`src/rtl/pinbank_pkg.sv`:
```
package pinbank_pkg;

    localparam int ADDR_W    = 12;
    localparam int DATA_W    = 32;
    localparam int NUM_PINS  = 8;
    localparam int NUM_CFG   = 6;
    localparam int CFG_IDX_W = 3;

    typedef enum logic [1:0] {
        REG_NONE = 2'd0,
        REG_DATA = 2'd1,
        REG_CFG  = 2'd2,
        REG_ID   = 2'd3
    } region_e;

    // configuration slot numbering; slot 0 is the direction byte
    typedef enum logic [CFG_IDX_W-1:0] {
        CFG_DIR   = 3'd0,
        CFG_SENSE = 3'd1,
        CFG_BOTH  = 3'd2,
        CFG_EVENT = 3'd3,
        CFG_IEN   = 3'd4,
        CFG_MODE  = 3'd5
    } cfg_e;

    typedef struct packed {
        region_e              region;
        logic [CFG_IDX_W-1:0] cfg_idx;
        logic [2:0]           id_idx;
        logic [7:0]           bitmask;
    } decode_t;

    function automatic decode_t decode_offset(input logic [ADDR_W-1:0] a);
        decode_t d;
        d.region  = REG_NONE;
        d.cfg_idx = '0;
        d.id_idx  = a[4:2];
        d.bitmask = a[9:2];
        if (a[11:10] == 2'b00) begin
            d.region = REG_DATA;
        end else if (a[11:2] >= 10'h3F8) begin
            d.region = REG_ID;
        end else if (a[11:6] == 6'b010000) begin
            d.region = REG_CFG;
            unique case (a[5:2])
                4'h0: d.cfg_idx = CFG_DIR;
                4'h1: d.cfg_idx = CFG_SENSE;
                4'h2: d.cfg_idx = CFG_BOTH;
                4'h3: d.cfg_idx = CFG_EVENT;
                4'h4: d.cfg_idx = CFG_IEN;
                4'h8: d.cfg_idx = CFG_MODE;
                default: d.region = REG_NONE;
            endcase
        end
        return d;
    endfunction

    function automatic logic [7:0] id_byte(input logic [2:0] k);
        logic [7:0] b;
        unique case (k)
            3'd0: b = 8'h61;
            3'd1: b = 8'h10;
            3'd2: b = 8'h14;
            3'd3: b = 8'h00;
            3'd4: b = 8'h0D;
            3'd5: b = 8'hF0;
            3'd6: b = 8'h05;
            default: b = 8'hB1;
        endcase
        return b;
    endfunction

endpackage

```
`src/rtl/pinbank_sync.sv`:
```
module pinbank_sync #(
    parameter int WIDTH  = 8,
    parameter int STAGES = 2
) (
    input  logic             clk,
    input  logic             rst,
    input  logic [WIDTH-1:0] async_in,
    output logic [WIDTH-1:0] sync_out
);
    logic [STAGES-1:0][WIDTH-1:0] chain_q;

    generate
        for (genvar s = 0; s < STAGES; s++) begin : g_stage
            if (s == 0) begin : g_first
                always_ff @(posedge clk) begin
                    if (rst) chain_q[s] <= '0;
                    else     chain_q[s] <= async_in;
                end
            end else begin : g_next
                always_ff @(posedge clk) begin
                    if (rst) chain_q[s] <= '0;
                    else     chain_q[s] <= chain_q[s-1];
                end
            end
        end
    endgenerate

    assign sync_out = chain_q[STAGES-1];
endmodule

```
`src/rtl/pinbank_cfg.sv`:
```
module pinbank_cfg
    import pinbank_pkg::*;
#(
    parameter int PINS = NUM_PINS
) (
    input  logic                          clk,
    input  logic                          rst,
    input  logic                          wr_en,
    input  decode_t                       dec,
    input  logic [DATA_W-1:0]             wr_data,
    output logic [NUM_CFG-1:0][PINS-1:0]  cfg_q
);
    generate
        for (genvar i = 0; i < NUM_CFG; i++) begin : g_slot
            always_ff @(posedge clk) begin
                if (rst) begin
                    cfg_q[i] <= '0;
                end else if (wr_en && dec.region == REG_CFG
                             && dec.cfg_idx == CFG_IDX_W'(i)) begin
                    cfg_q[i] <= wr_data[PINS-1:0];
                end
            end
        end
    endgenerate

    // only configuration offsets may alter the configuration bytes
    assert_cfg_only_by_cfg_R8: assert property (@(posedge clk) disable iff (rst)
        (wr_en && dec.region != REG_CFG) |=> $stable(cfg_q));

    // reset clears every configuration byte
    assert_cfg_reset_R1: assert property (@(posedge clk)
        rst |=> (cfg_q == '0));
endmodule

```
`src/rtl/pinbank_data.sv`:
```
module pinbank_data
    import pinbank_pkg::*;
#(
    parameter int PINS = NUM_PINS
) (
    input  logic              clk,
    input  logic              rst,
    input  logic              wr_en,
    input  decode_t           dec,
    input  logic [DATA_W-1:0] wr_data,
    input  logic [PINS-1:0]   dir,
    input  logic [PINS-1:0]   pin_sync,
    output logic [PINS-1:0]   out_q,
    output logic [PINS-1:0]   view
);
    logic [PINS-1:0] wmask;

    assign wmask = dec.bitmask[PINS-1:0] & dir;

    always_ff @(posedge clk) begin
        if (rst) begin
            out_q <= '0;
        end else if (wr_en && dec.region == REG_DATA) begin
            out_q <= (out_q & ~wmask) | (wr_data[PINS-1:0] & wmask);
        end
    end

    assign view = (out_q & dir) | (pin_sync & ~dir);

    // bits outside the address mask or set as inputs never change on a data write
    assert_masked_write_R2: assert property (@(posedge clk) disable iff (rst)
        (wr_en && dec.region == REG_DATA) |=>
        (((out_q ^ $past(out_q)) & ~($past(dec.bitmask[PINS-1:0]) & $past(dir))) == '0));

    // writes outside the data window leave the output register alone
    assert_out_only_by_data_R8: assert property (@(posedge clk) disable iff (rst)
        (wr_en && dec.region != REG_DATA) |=> $stable(out_q));
endmodule

```
`src/rtl/pinbank_rdmux.sv`:
```
module pinbank_rdmux
    import pinbank_pkg::*;
#(
    parameter int PINS = NUM_PINS
) (
    input  logic                         clk,
    input  logic                         rst,
    input  logic                         rd_en,
    input  decode_t                      dec,
    input  logic [PINS-1:0]              view,
    input  logic [NUM_CFG-1:0][PINS-1:0] cfg_q,
    output logic [DATA_W-1:0]            rd_data
);
    logic [DATA_W-1:0] next_data;

    always_comb begin
        next_data = '0;
        unique case (dec.region)
            REG_DATA: next_data = DATA_W'(view & dec.bitmask[PINS-1:0]);
            REG_CFG:  next_data = DATA_W'(cfg_q[dec.cfg_idx]);
            REG_ID:   next_data = DATA_W'(id_byte(dec.id_idx));
            default:  next_data = '0;
        endcase
    end

    always_ff @(posedge clk) begin
        if (rst)        rd_data <= '0;
        else if (rd_en) rd_data <= next_data;
    end

    // read data only moves on a read strobe
    assert_read_hold_R9: assert property (@(posedge clk) disable iff (rst)
        !rd_en |=> $stable(rd_data));

    // reserved offsets return zero
    assert_reserved_zero_R8: assert property (@(posedge clk) disable iff (rst)
        (rd_en && dec.region == REG_NONE) |=> (rd_data == '0));

    // identification words carry one byte only
    assert_id_upper_zero_R7: assert property (@(posedge clk) disable iff (rst)
        (rd_en && dec.region == REG_ID) |=> (rd_data[DATA_W-1:8] == '0));

    // unmasked data bits read zero
    assert_data_read_masked_R3: assert property (@(posedge clk) disable iff (rst)
        (rd_en && dec.region == REG_DATA) |=>
        ((rd_data & ~DATA_W'($past(dec.bitmask))) == '0));
endmodule

```
`src/rtl/pinbank_regs.sv`:
```
module pinbank_regs
    import pinbank_pkg::*;
#(
    parameter int SYNC_STAGES = 2
) (
    input  logic              clk,
    input  logic              rst,
    input  logic              wr_en,
    input  logic              rd_en,
    input  logic [11:0]       addr,
    input  logic [31:0]       wr_data,
    output logic [31:0]       rd_data,
    input  logic [7:0]        pin_in,
    output logic [7:0]        pin_oe,
    output logic [7:0]        pin_out,
    output logic [7:0]        cfg_sense,
    output logic [7:0]        cfg_both,
    output logic [7:0]        cfg_event,
    output logic [7:0]        cfg_irq_en,
    output logic [7:0]        cfg_mode
);
    localparam int PINS = NUM_PINS;

    decode_t                      dec;
    logic [NUM_CFG-1:0][PINS-1:0] cfg_q;
    logic [PINS-1:0]              pin_sync;
    logic [PINS-1:0]              out_q;
    logic [PINS-1:0]              view;

    assign dec = decode_offset(addr);

    pinbank_sync #(.WIDTH(PINS), .STAGES(SYNC_STAGES)) u_sync (
        .clk      (clk),
        .rst      (rst),
        .async_in (pin_in),
        .sync_out (pin_sync)
    );

    pinbank_cfg #(.PINS(PINS)) u_cfg (
        .clk     (clk),
        .rst     (rst),
        .wr_en   (wr_en),
        .dec     (dec),
        .wr_data (wr_data),
        .cfg_q   (cfg_q)
    );

    pinbank_data #(.PINS(PINS)) u_data (
        .clk      (clk),
        .rst      (rst),
        .wr_en    (wr_en),
        .dec      (dec),
        .wr_data  (wr_data),
        .dir      (cfg_q[CFG_DIR]),
        .pin_sync (pin_sync),
        .out_q    (out_q),
        .view     (view)
    );

    pinbank_rdmux #(.PINS(PINS)) u_rdmux (
        .clk     (clk),
        .rst     (rst),
        .rd_en   (rd_en),
        .dec     (dec),
        .view    (view),
        .cfg_q   (cfg_q),
        .rd_data (rd_data)
    );

    assign pin_oe     = cfg_q[CFG_DIR];
    assign pin_out    = out_q;
    assign cfg_sense  = cfg_q[CFG_SENSE];
    assign cfg_both   = cfg_q[CFG_BOTH];
    assign cfg_event  = cfg_q[CFG_EVENT];
    assign cfg_irq_en = cfg_q[CFG_IEN];
    assign cfg_mode   = cfg_q[CFG_MODE];

    // pads are released by reset and only a direction write can enable them
    assert_oe_reset_R6: assert property (@(posedge clk)
        rst |=> (pin_oe == '0 && pin_out == '0));
endmodule

```
`config.mk`:
```
export PLATFORM = sky130hd
export DESIGN_NAME = pinbank_regs
export DESIGN_NICKNAME = d
export VERILOG_FILES = /design/src/rtl/pinbank_pkg.sv /design/src/rtl/pinbank_sync.sv /design/src/rtl/pinbank_cfg.sv /design/src/rtl/pinbank_data.sv /design/src/rtl/pinbank_rdmux.sv /design/src/rtl/pinbank_regs.sv
export SDC_FILE = /design/constraint.sdc
export NUM_CORES = 1
export LEC_CHECK = 0
export ABC_AREA = 1
export BUFFER_PORTS_ARGS = -buffer_cell sky130_fd_sc_hd__clkbuf_2
export CAP_MARGIN = 0
export CORE_MARGIN = 3
export CORE_UTILIZATION = 54
export CTS_CLUSTER_SIZE = 25
export DETAILED_ROUTE_END_ITERATION = 8
export PLACE_DENSITY = 0.95
export SYNTH_ARGS = -nofsm -noshare
export SYNTH_HDL_FRONTEND = slang
export SYNTH_SLANG_ARGS = --single-unit
```
`constraint.sdc`:
```
create_clock -name clk -period 4.8 [get_ports clk]
set_input_delay 1.44 -clock clk [delete_from_list [all_inputs] [get_ports clk]]
set_output_delay 1.44 -clock clk [all_outputs]
set_load 0.05 [all_outputs]
```
==> results.md, run 1 <==
- The remaining antenna violation count is 0.
- The arrival time at the worst endpoint is 3830 ps.
- The sequential-to-total area share from yosys stat is 39.13%.
- The clock period minus worst slack is 3575 ps.
- The later-pin clock latency in the skew report is 360 ps.
- In this run, post-CTS repair resized a total of 0 instances.
- The maximum fanout along the worst path is 17.
- The xor-xnor portion of the synthesized cell area is 0%.
- The ratio of routed vias to standard cells is 5.406.
- The total track usage is 26.47%.
- The placeable core area is 7292 um2.
- The final period utilization is 74.48%.
- Summing the areas of all compound-gate instances in the mapped netlist gives 14.98% of the synthesized area.
- The highest clock frequency the design can meet is 0.2797 GHz.
- The synthesized netlist devotes 30.42% of its cell area to simple gates.
- The site row count is 31.
- The count of vias placed by the detailed router is 4065.
- Counting distinct cell types in the post-synthesis netlist gives 37.
- By area, the combinational part of the netlist is dominated by simple AND/OR/NAND/NOR gates.
- Summing the areas of all fa, ha and maj instances in the mapped netlist gives 0% of the synthesized area.
- The part of the power in the clock network is 41.0%.
- The total CTS buffers is 9.
- The first detailed-routing pass took 5 iterations.
- The effective utilization at floorplan is 56.13%.
- The overall die width is 93.06 um.
- The number of hold-slack violations in the final timing report is 0.
- The final total negative setup slack is 0 ps.
- The class of the tightest hold or removal check is flip-flop to flip-flop.
- Setup repair after global routing left no endpoint under its margin.
- The ratio of cells with drive above 1 in the final layout is 20.98%.
- The detail-routed net length per standard cell is 15.13 um.
- Buffers added to address setup during post-CTS repair amount to 0.
- The DRC violations left is 0.
- Routability-driven placement finished with a final weighted congestion of 0.9025.
- The final-layout worst hold slack is 396.1 ps.
- The leakage power of the design is 0.002125 uW.
- The first global-routing pass estimated 18000 um of wire.
- Counting flops and latches in the post-synthesis netlist gives 80.
- The overall die area is 8659 um2.
- In this run the power density over the cells is 288.4 nW/um2.
- The share of total power consumed by net switching is 27.14%.
- The iteration-0 DRC count of the detailed router is 352.
- The global route total overflow is 0.
- The run finished with clean final reports.
- The peak supply drop is 0.0001715 V.
- The gate count of the mapped netlist is 568.
- In the final design database the tool counted 704 nets.
- The max-capacitance violation count is 0.
- During placement, the flow inserted port buffers numbering 93.
- The number of top-level design ports is 144.
- The area added between synthesis and finish is 14.55%.
- Detailed placement ended at an HPWL of 8348 um.
- The slew at the pin closest to its max-slew limit is 940.7 ps.
- The clock tree root driver cell is sky130_fd_sc_hd__clkbuf_8.
- The relative slew slack is 37.29%.
- The endpoint required time on the critical path is 5050 ps.
- The kind of start point of the critical path is an input port.
- The clock passes through at most 2 buffers.
- The number of global-route vias before repair came to 3569.
- The part of the total power dissipated in sequential elements is 49.7%.
- The repair_antennas step left the layout with diodes totalling 0.
- After layout, the worst setup slack is 1225 ps.
- Combinational cells account for 9.3% of the total power.
- The type of the worst setup path is input port to flip-flop.
- The post-CTS clock slew at the launch and capture registers of the worst setup and hold paths is 90 ps.
- The worst setup path is captured at a flip-flop.
- The number of synthesis warnings is 0.
- The average instance in the mapped netlist occupies 7.205 um2.
- Cells fill 64.29% of the core in the end.
- The H-tree was split into 3 levels.
- In this run, post-CTS hold repair placed 0 buffers.
- The internal power of the cells is 985.1 uW.
- The number of slew-limit violations in the final report came to 0.
- The total clock sinks is 80.
- The total of endpoints with negative setup slack in the final report is 0.
- In the layout the commonest cells are 116 x sky130_fd_sc_hd__nand2_1, 93 x sky130_fd_sc_hd__clkbuf_2, 80 x sky130_fd_sc_hd__nor2_1, 80 x sky130_fd_sc_hd__dfxtp_1, 76 x sky130_fd_sc_hd__inv_1.
- At the placement stage, the worst setup path has a slack of 920.3 ps.
- For this design the total switching power over the nets is 366.9 uW.
- The number of antenna violations at the first check in global routing was 0.
- The portion of synthesized area spent on multiplexers is 0.2446%.
- The largest net degree at the start of global routing is 48.
- The cell area after synthesis is 4093 um2.
- The die outline height is 93.06 um.
- The worst clock skew on the final layout is 10.37 ps.
- The most common cell after layout, fill and taps aside is sky130_fd_sc_hd__nand2_1.
- The total detailed-routing wirelength is 11380 um.
- TritonCTS built the clock tree.
## worst max-delay path: stages
cell,delay (ps)
sky130_fd_sc_hd__clkbuf_2,180
sky130_fd_sc_hd__inv_2,100
sky130_fd_sc_hd__nand2_1,160
sky130_fd_sc_hd__nand2_2,250
sky130_fd_sc_hd__nand3_1,520
sky130_fd_sc_hd__nand2_1,230
sky130_fd_sc_hd__nor2_2,630
sky130_fd_sc_hd__nor2_1,80
sky130_fd_sc_hd__a211oi_1,210
## per-layer routing
layer	routed length, um	global-route usage, %
met1	4799	35.11
met2	5389	43.01
met3	963	5.953
met4	230	8.059
met5	0	0
## final timing paths
| check | to | slack (ps) | cells after the start | start |
|---|---|---|---|---|
| worst max-delay path | u_cfg.cfg_q[1] | 1220 | 9 | addr[4] |
| worst min register to register | u_sync.sync_out[3] | 400 | 2 | u_sync.chain_q[3] |
| worst min-delay path | u_sync.sync_out[3] | 400 | 2 | u_sync.chain_q[3] |
| worst max register to register | u_rdmux.rd_data[0] | 3420 | 6 | u_cfg.cfg_q[0] |
## per-stage QoR
step                      std cells  instance area (um2)  power, uW
after detailed placement        736                 4468      810.7
final                           752                 4688       1352
after global routing            752                 4688       1395
after global placement          736                 4468      809.0
after CTS                       752                 4688       1354
after floorplan                 591                 4179      791.7
## cells in the mapped netlist
master	n	share of area, %
sky130_fd_sc_hd__nand3_2	2	0.49
sky130_fd_sc_hd__buf_2	3	0.37
sky130_fd_sc_hd__dfxtp_1	80	39
sky130_fd_sc_hd__nor3_1	1	0.12
sky130_fd_sc_hd__or2_2	1	0.15
sky130_fd_sc_hd__a21oi_1	14	1.7
sky130_fd_sc_hd__conb_1	1	0.092
sky130_fd_sc_hd__o41ai_1	1	0.21
sky130_fd_sc_hd__clkbuf_1	15	1.4
sky130_fd_sc_hd__buf_6	4	1.1
sky130_fd_sc_hd__buf_1	1	0.092
sky130_fd_sc_hd__nand3_1	31	3.8
sky130_fd_sc_hd__nor2_4	1	0.28
sky130_fd_sc_hd__a211oi_2	4	1.2
sky130_fd_sc_hd__a21boi_2	1	0.28
sky130_fd_sc_hd__nand4_1	29	4.4
sky130_fd_sc_hd__inv_2	3	0.28
sky130_fd_sc_hd__nand2_1	116	11
sky130_fd_sc_hd__inv_1	76	7.0
sky130_fd_sc_hd__o21ai_2	1	0.21
sky130_fd_sc_hd__nor3_4	3	1.2
sky130_fd_sc_hd__nor2_1	80	7.3
sky130_fd_sc_hd__a21oi_4	1	0.40
sky130_fd_sc_hd__mux2i_1	1	0.24
sky130_fd_sc_hd__a22oi_1	2	0.37
sky130_fd_sc_hd__nand2_2	3	0.46
sky130_fd_sc_hd__nor2_2	5	0.76
sky130_fd_sc_hd__a32oi_1	1	0.21
sky130_fd_sc_hd__o21ai_0	3	0.37
sky130_fd_sc_hd__buf_4	26	4.8
sky130_fd_sc_hd__a211oi_1	50	9.2
sky130_fd_sc_hd__a32o_1	1	0.24
sky130_fd_sc_hd__a31oi_1	1	0.15
sky130_fd_sc_hd__clkinv_1	2	0.18
sky130_fd_sc_hd__nor2_8	1	0.49
sky130_fd_sc_hd__nand2_4	1	0.28
sky130_fd_sc_hd__o2111ai_1	2	0.43
## flip-flops by register name, indices dropped and copies added, names as in the netlist, named ones only
signal and flops:
u_rdmux.rd_data 8, u_sync.chain_q 8, u_sync.sync_out 8, u_cfg.cfg_q 48
## power by group through the flow
stage	Sequential (uW)	Clock, uW	Combinational, uW
CTS	672	558	123
finish	672	555	125
global route	673	588	134
floorplan	689	0	102
detailed placement	688	0	123
global placement	688	0	121
## cell families (layout without fill, tap and decap cells)
logic type | after synthesis | count (layout)
AOI/OAI and AO/OA | 82 | 82
muxes | 1 | 1
DFF | 80 | 80
other | 1 | 24
and+or+nand+nor | 274 | 274
buffers and inverters | 130 | 192
## cell type report
class / instances / area, um2
inverters: 81 / 304.0
repair buffers: 95 / 480.5
well taps: 99 / 123.9
clock buffers: 10 / 127.6
flip-flops and latches: 80 / 1602
clock inverters: 6 / 92.59
multi-input cells: 381 / 1958
fillers: 670 / 2604
(Power assumes the default switching activity.)
==> inputs of run 2 (changes only) <==
Settings changed: ABC_AREA 1 to 0, CORE_UTILIZATION 54 to 50, PLACE_DENSITY 0.95 to 0.9.
Clock period 4.8 ns to 3.55 ns, I/O delays scaled along.
==> results.md, run 2 <==
- The flow ran to the end, and the final reports show no timing, DRC or antenna violations.
- The proportion of netlist area held by the largest area contributor is 40.91% (+1.8 points).
- The max-capacitance violation count is 0 (unchanged).
- The overall die width is 94.49 um (+1.5%).
- The number of buffers added to fix hold violations after cts was 0 (unchanged).
- The leakage power of the design is 0.002013 uW (-5.3%).
- The final total negative setup slack was 0 ps (unchanged).
- The slack of the worst reg-to-reg path was 2000 ps (-1420 ps).
- The flip-flop count of the largest register, all copies and words added is 48 (unchanged).
- The count of filler cells inserted in the layout came to 640 (-4.5%).
- The ratio of cells with drive above 1 in the final layout is 25.46% (+4.5 points).
- The count of non-filler cells in the finished layout came to 641 (-15%).
- The site row count is 31 (unchanged).
- The register with the most flip-flops is u_cfg.cfg_q.
- The effective utilization at floorplan is 52.85% (-3.3 points).
- The area growth from synthesis to layout is 16.78%.
- The part of the total power dissipated in sequential elements came to 49.6% (about the same).
- The number of synthesis warnings is 0 (unchanged).
- The sequential-to-total area share from yosys stat is 40.91% (+1.8 points).
- The net count reported at finish is 593 (-16%).
- The die outline height is 94.49 um (+1.5%).
- The library cell with the highest instance count after synthesis is sky130_fd_sc_hd__dfxtp_1.
- The worst clock skew on the final layout is 5.965 ps (-4.402 ps).
- The share of total power consumed by net switching is 27.82% (+0.69 points).
- The post-cts repair resize count came to 0 (unchanged).
- The total instance count after detailed placement is 625 (-15%).
- The met1 demand-to-capacity share in global routing is 32.95% (-2.2 points).
- The arrival time at the worst endpoint is 2920 ps (-910 ps).
- The number of slew-limit violations in the final report is 0 (unchanged).
- The slew at the pin closest to its max-slew limit is 785.7 ps (-155.0 ps).
- The maximum clock insertion buffer count is 2 (unchanged).
- The number of antenna violations at the first check in global routing was 0 (unchanged).
- The number of unique standard cell types used by synthesis is 59 (+59%).
- The total CTS buffers came to 9 (unchanged).
- The highest clock frequency the design can meet is 0.3695 GHz.
- The gate count of the mapped netlist came to 452 (-20%).
- The number of port buffers is 93 (unchanged).
- The dominant cell type by area after synthesis is sky130_fd_sc_hd__dfxtp_1.
- The most common cell after layout, fill and taps aside is sky130_fd_sc_hd__clkbuf_2.
- The iteration-0 DRC count of the detailed router was 469 (+33%).
- The total detailed-routing wirelength was 11130 um (-2.2%).
- The count of buffering cells on the critical path with inverters included came to 1 (-1).
- The worst setup path is launched from an input port.
- Setup repair after global routing left no endpoint under its margin.
- The total of endpoints with negative setup slack in the final report is 0 (unchanged).
- The remaining antenna violation count is 0 (unchanged).
- The later-pin clock latency in the skew report is 350 ps (about the same).
- The total track usage is 25.34% (-1.1 points).
- The number of synthesized register bits was 80 (unchanged).
- The endpoint required time on the critical path is 3770 ps (-1280 ps).
- The capturing element type of the critical path is a flip-flop.
- The combinational power share came to 11.6% (+2.3 points).
- The post-CTS setup repair buffer count was 0 (unchanged).
- The worst stage delay on the critical path is 480 ps (-150 ps).
- The part of the power in the clock network is 38.8% (-2.2 points).
- The total clock sinks was 80 (unchanged).
- The setup path with the least slack is of type input port to flip-flop.
- CTS placed an instance of sky130_fd_sc_hd__clkbuf_8 at the clock tree root.
- The cell family contributing the most delay on the critical path is simple AND/OR/NAND/NOR gates.
- The number of global-route vias before repair is 3459 (-3.1%).
- The signal on the critical path passes through clkbuf_2, nor4_4, and2_0, nand3_1, mux2i_1, nor2_1.
- The cell area after synthesis was 3915 um2 (-4.3%).
- The peak supply drop came to 0.0002599 V (+52%).
- The overall die area is 8927 um2 (+3.1%).
- The commonest cells after synthesis are 80 x sky130_fd_sc_hd__dfxtp_1, 50 x sky130_fd_sc_hd__nor2_1, 39 x sky130_fd_sc_hd__mux2i_1, 39 x sky130_fd_sc_hd__nand2_1, 36 x sky130_fd_sc_hd__o21ai_0.
- The worst hold path belongs to the class flip-flop to flip-flop.
- The met2 track demand over resource in global routing came to 40.66% (-2.3 points).
- The number of hold-slack violations in the final timing report is 0 (unchanged).
- The largest net degree at the start of global routing is 80 (+67%).
- On the critical path, the stage with the largest delay is an instance of sky130_fd_sc_hd__nand3_1.
- The routability-driven placement congestion ratio is 0.8922 (-1.1%).
- The maximum fanout along the worst path is 8 (-9).
- For this run, the leading register cell type out of synthesis is sky130_fd_sc_hd__dfxtp_1.
- The number of top-level design ports is 144 (unchanged).
- The number of H-tree branching levels is 3 (unchanged).
- The busiest layer in global routing is met2.
- The number of iterations in the first detailed-routing pass is 5 (unchanged).
- The relative slew slack is 47.62% (+10 points).
- The clock period minus worst slack is 2707 ps.
- The post-synthesis async set-or-reset flop share was 0% (unchanged).
- The detail-routed net length per standard cell was 17.36 um (+15%).
- The count of vias placed by the detailed router came to 3727 (-8.3%).
- In the layout the commonest cells are 93 x sky130_fd_sc_hd__clkbuf_2, 80 x sky130_fd_sc_hd__dfxtp_1, 50 x sky130_fd_sc_hd__nor2_1.
- Ranked by total cell area, the synthesized netlist is headed by sky130_fd_sc_hd__dfxtp_1 41%, sky130_fd_sc_hd__mux2i_1 10%, sky130_fd_sc_hd__buf_4 4.8%, sky130_fd_sc_hd__nor2_1 4.8%, sky130_fd_sc_hd__o21ai_0 4.6%.
- The final HPWL from detailed placement is 7928 um (-5.0%).
- The TritonCTS clock tree is built.
- The net switching power came to 511.3 uW (+39%).
- The internal power of the cells is 1326 uW (+35%).
- The placeable core area is 7408 um2 (+1.6%).
- The total power density per cell area is 402.0 nW/um2 (+39%).
- The first-pass GRT wire length is 17510 um (-2.7%).
- The number of antenna diodes was 0 (unchanged).
- The post-CTS clock slew at the launch and capture registers of the worst setup and hold paths came to 80 ps (about the same).
- The DRC violations left is 0 (unchanged).
- The global routing met3 resource utilization is 5.817% (-0.14 points).
- The final period utilization is 76.24%.
- The number of enable-type register cells in the synthesized netlist is 0 (unchanged).
- The per-instance average area after synthesis is 8.662 um2 (+20%).
- The ratio of routed vias to standard cells is 5.814 (+7.6%).
- The global route total overflow is 0 (unchanged).
-- run 2: logic make-up (layout without fill, tap and decap cells) --
| family | count (synthesis) | after routing | share of synthesized area, % |
|---|---|---|---|
| other | 1 | 24 | 0.09579 |
| and+or+nand+nor | 158 | 158 | 20.36 |
| DFF | 80 | 80 | 40.91 |
| AOI/OAI and AO/OA | 107 | 107 | 17.00 |
| buffers and inverters | 54 | 121 | 8.086 |
| xor gates and xnor gates | 4 | 4 | 0.8950 |
| muxes | 48 | 48 | 12.66 |
-- run 2: through the flow --
stage | hold WS, ps | util, % | worst slack [ps] | total power (uW) | area, um2
after floorplan | 413.8 | - | 850.1 | 1104 | 4001
after CTS | 445.3 | 61.71 | 915.4 | 1841 | 4572
final | 443.1 | 61.71 | 843.3 | 1838 | 4572
after global placement | 419.8 | 58.81 | 515.7 | 1138 | 4357
after global routing | 460.9 | 61.71 | 693.0 | 1898 | 4572
after detailed placement | 425.7 | 58.81 | 545.5 | 1142 | 4357
-- run 2: worst register-to-register path, delay by kind of cell, from the launching register on --
kind,cells,cell delay [ps]
DFF,1,360
AOI/OAI and AO/OA,2,440
and+or+nand+nor,2,660
-- run 2: layout make-up --
cell class                 count  area (um2)  share of cell area (%)
clock inverter                 5       63.81                   1.396
inverter                       2       7.507                  0.1642
clock buffer                  11       151.4                   3.311
multi-input combinational    341        2083                   45.57
sequential                    80        1602                   35.03
timing repair buffer         103       540.5                   11.82
tap                           99       123.9                   2.709
-- run 2: power groups by stage --
stage / logic [uW] / clock network [uW] / registers (uW)
4_1_cts: 209 / 720 / 912
5_1_grt: 226 / 759 / 913
6_report: 213 / 713 / 912
3_5_place_dp: 208 / 0 / 933
2_1_floorplan: 163 / 0 / 941
3_3_place_gp: 206 / 0 / 932
-- run 2: per-layer routing --
metal  vias to the layer above  wire length, um
met2                       245             5299
met3                        26             1143
met5                         -                0
met4                         0              330
li1                       1717                -
met1                      1739             4356
-- run 2: final timing paths --
check | depth (start not counted) | from | endpoint
min | 1 | u_sync.chain_q[1] | u_sync.sync_out[1]
max reg2reg | 4 | u_cfg.cfg_q[40] | u_rdmux.rd_data[0]
min reg2reg | 1 | u_sync.chain_q[1] | u_sync.sync_out[1]
max | 6 | addr[9] | u_cfg.cfg_q[11]
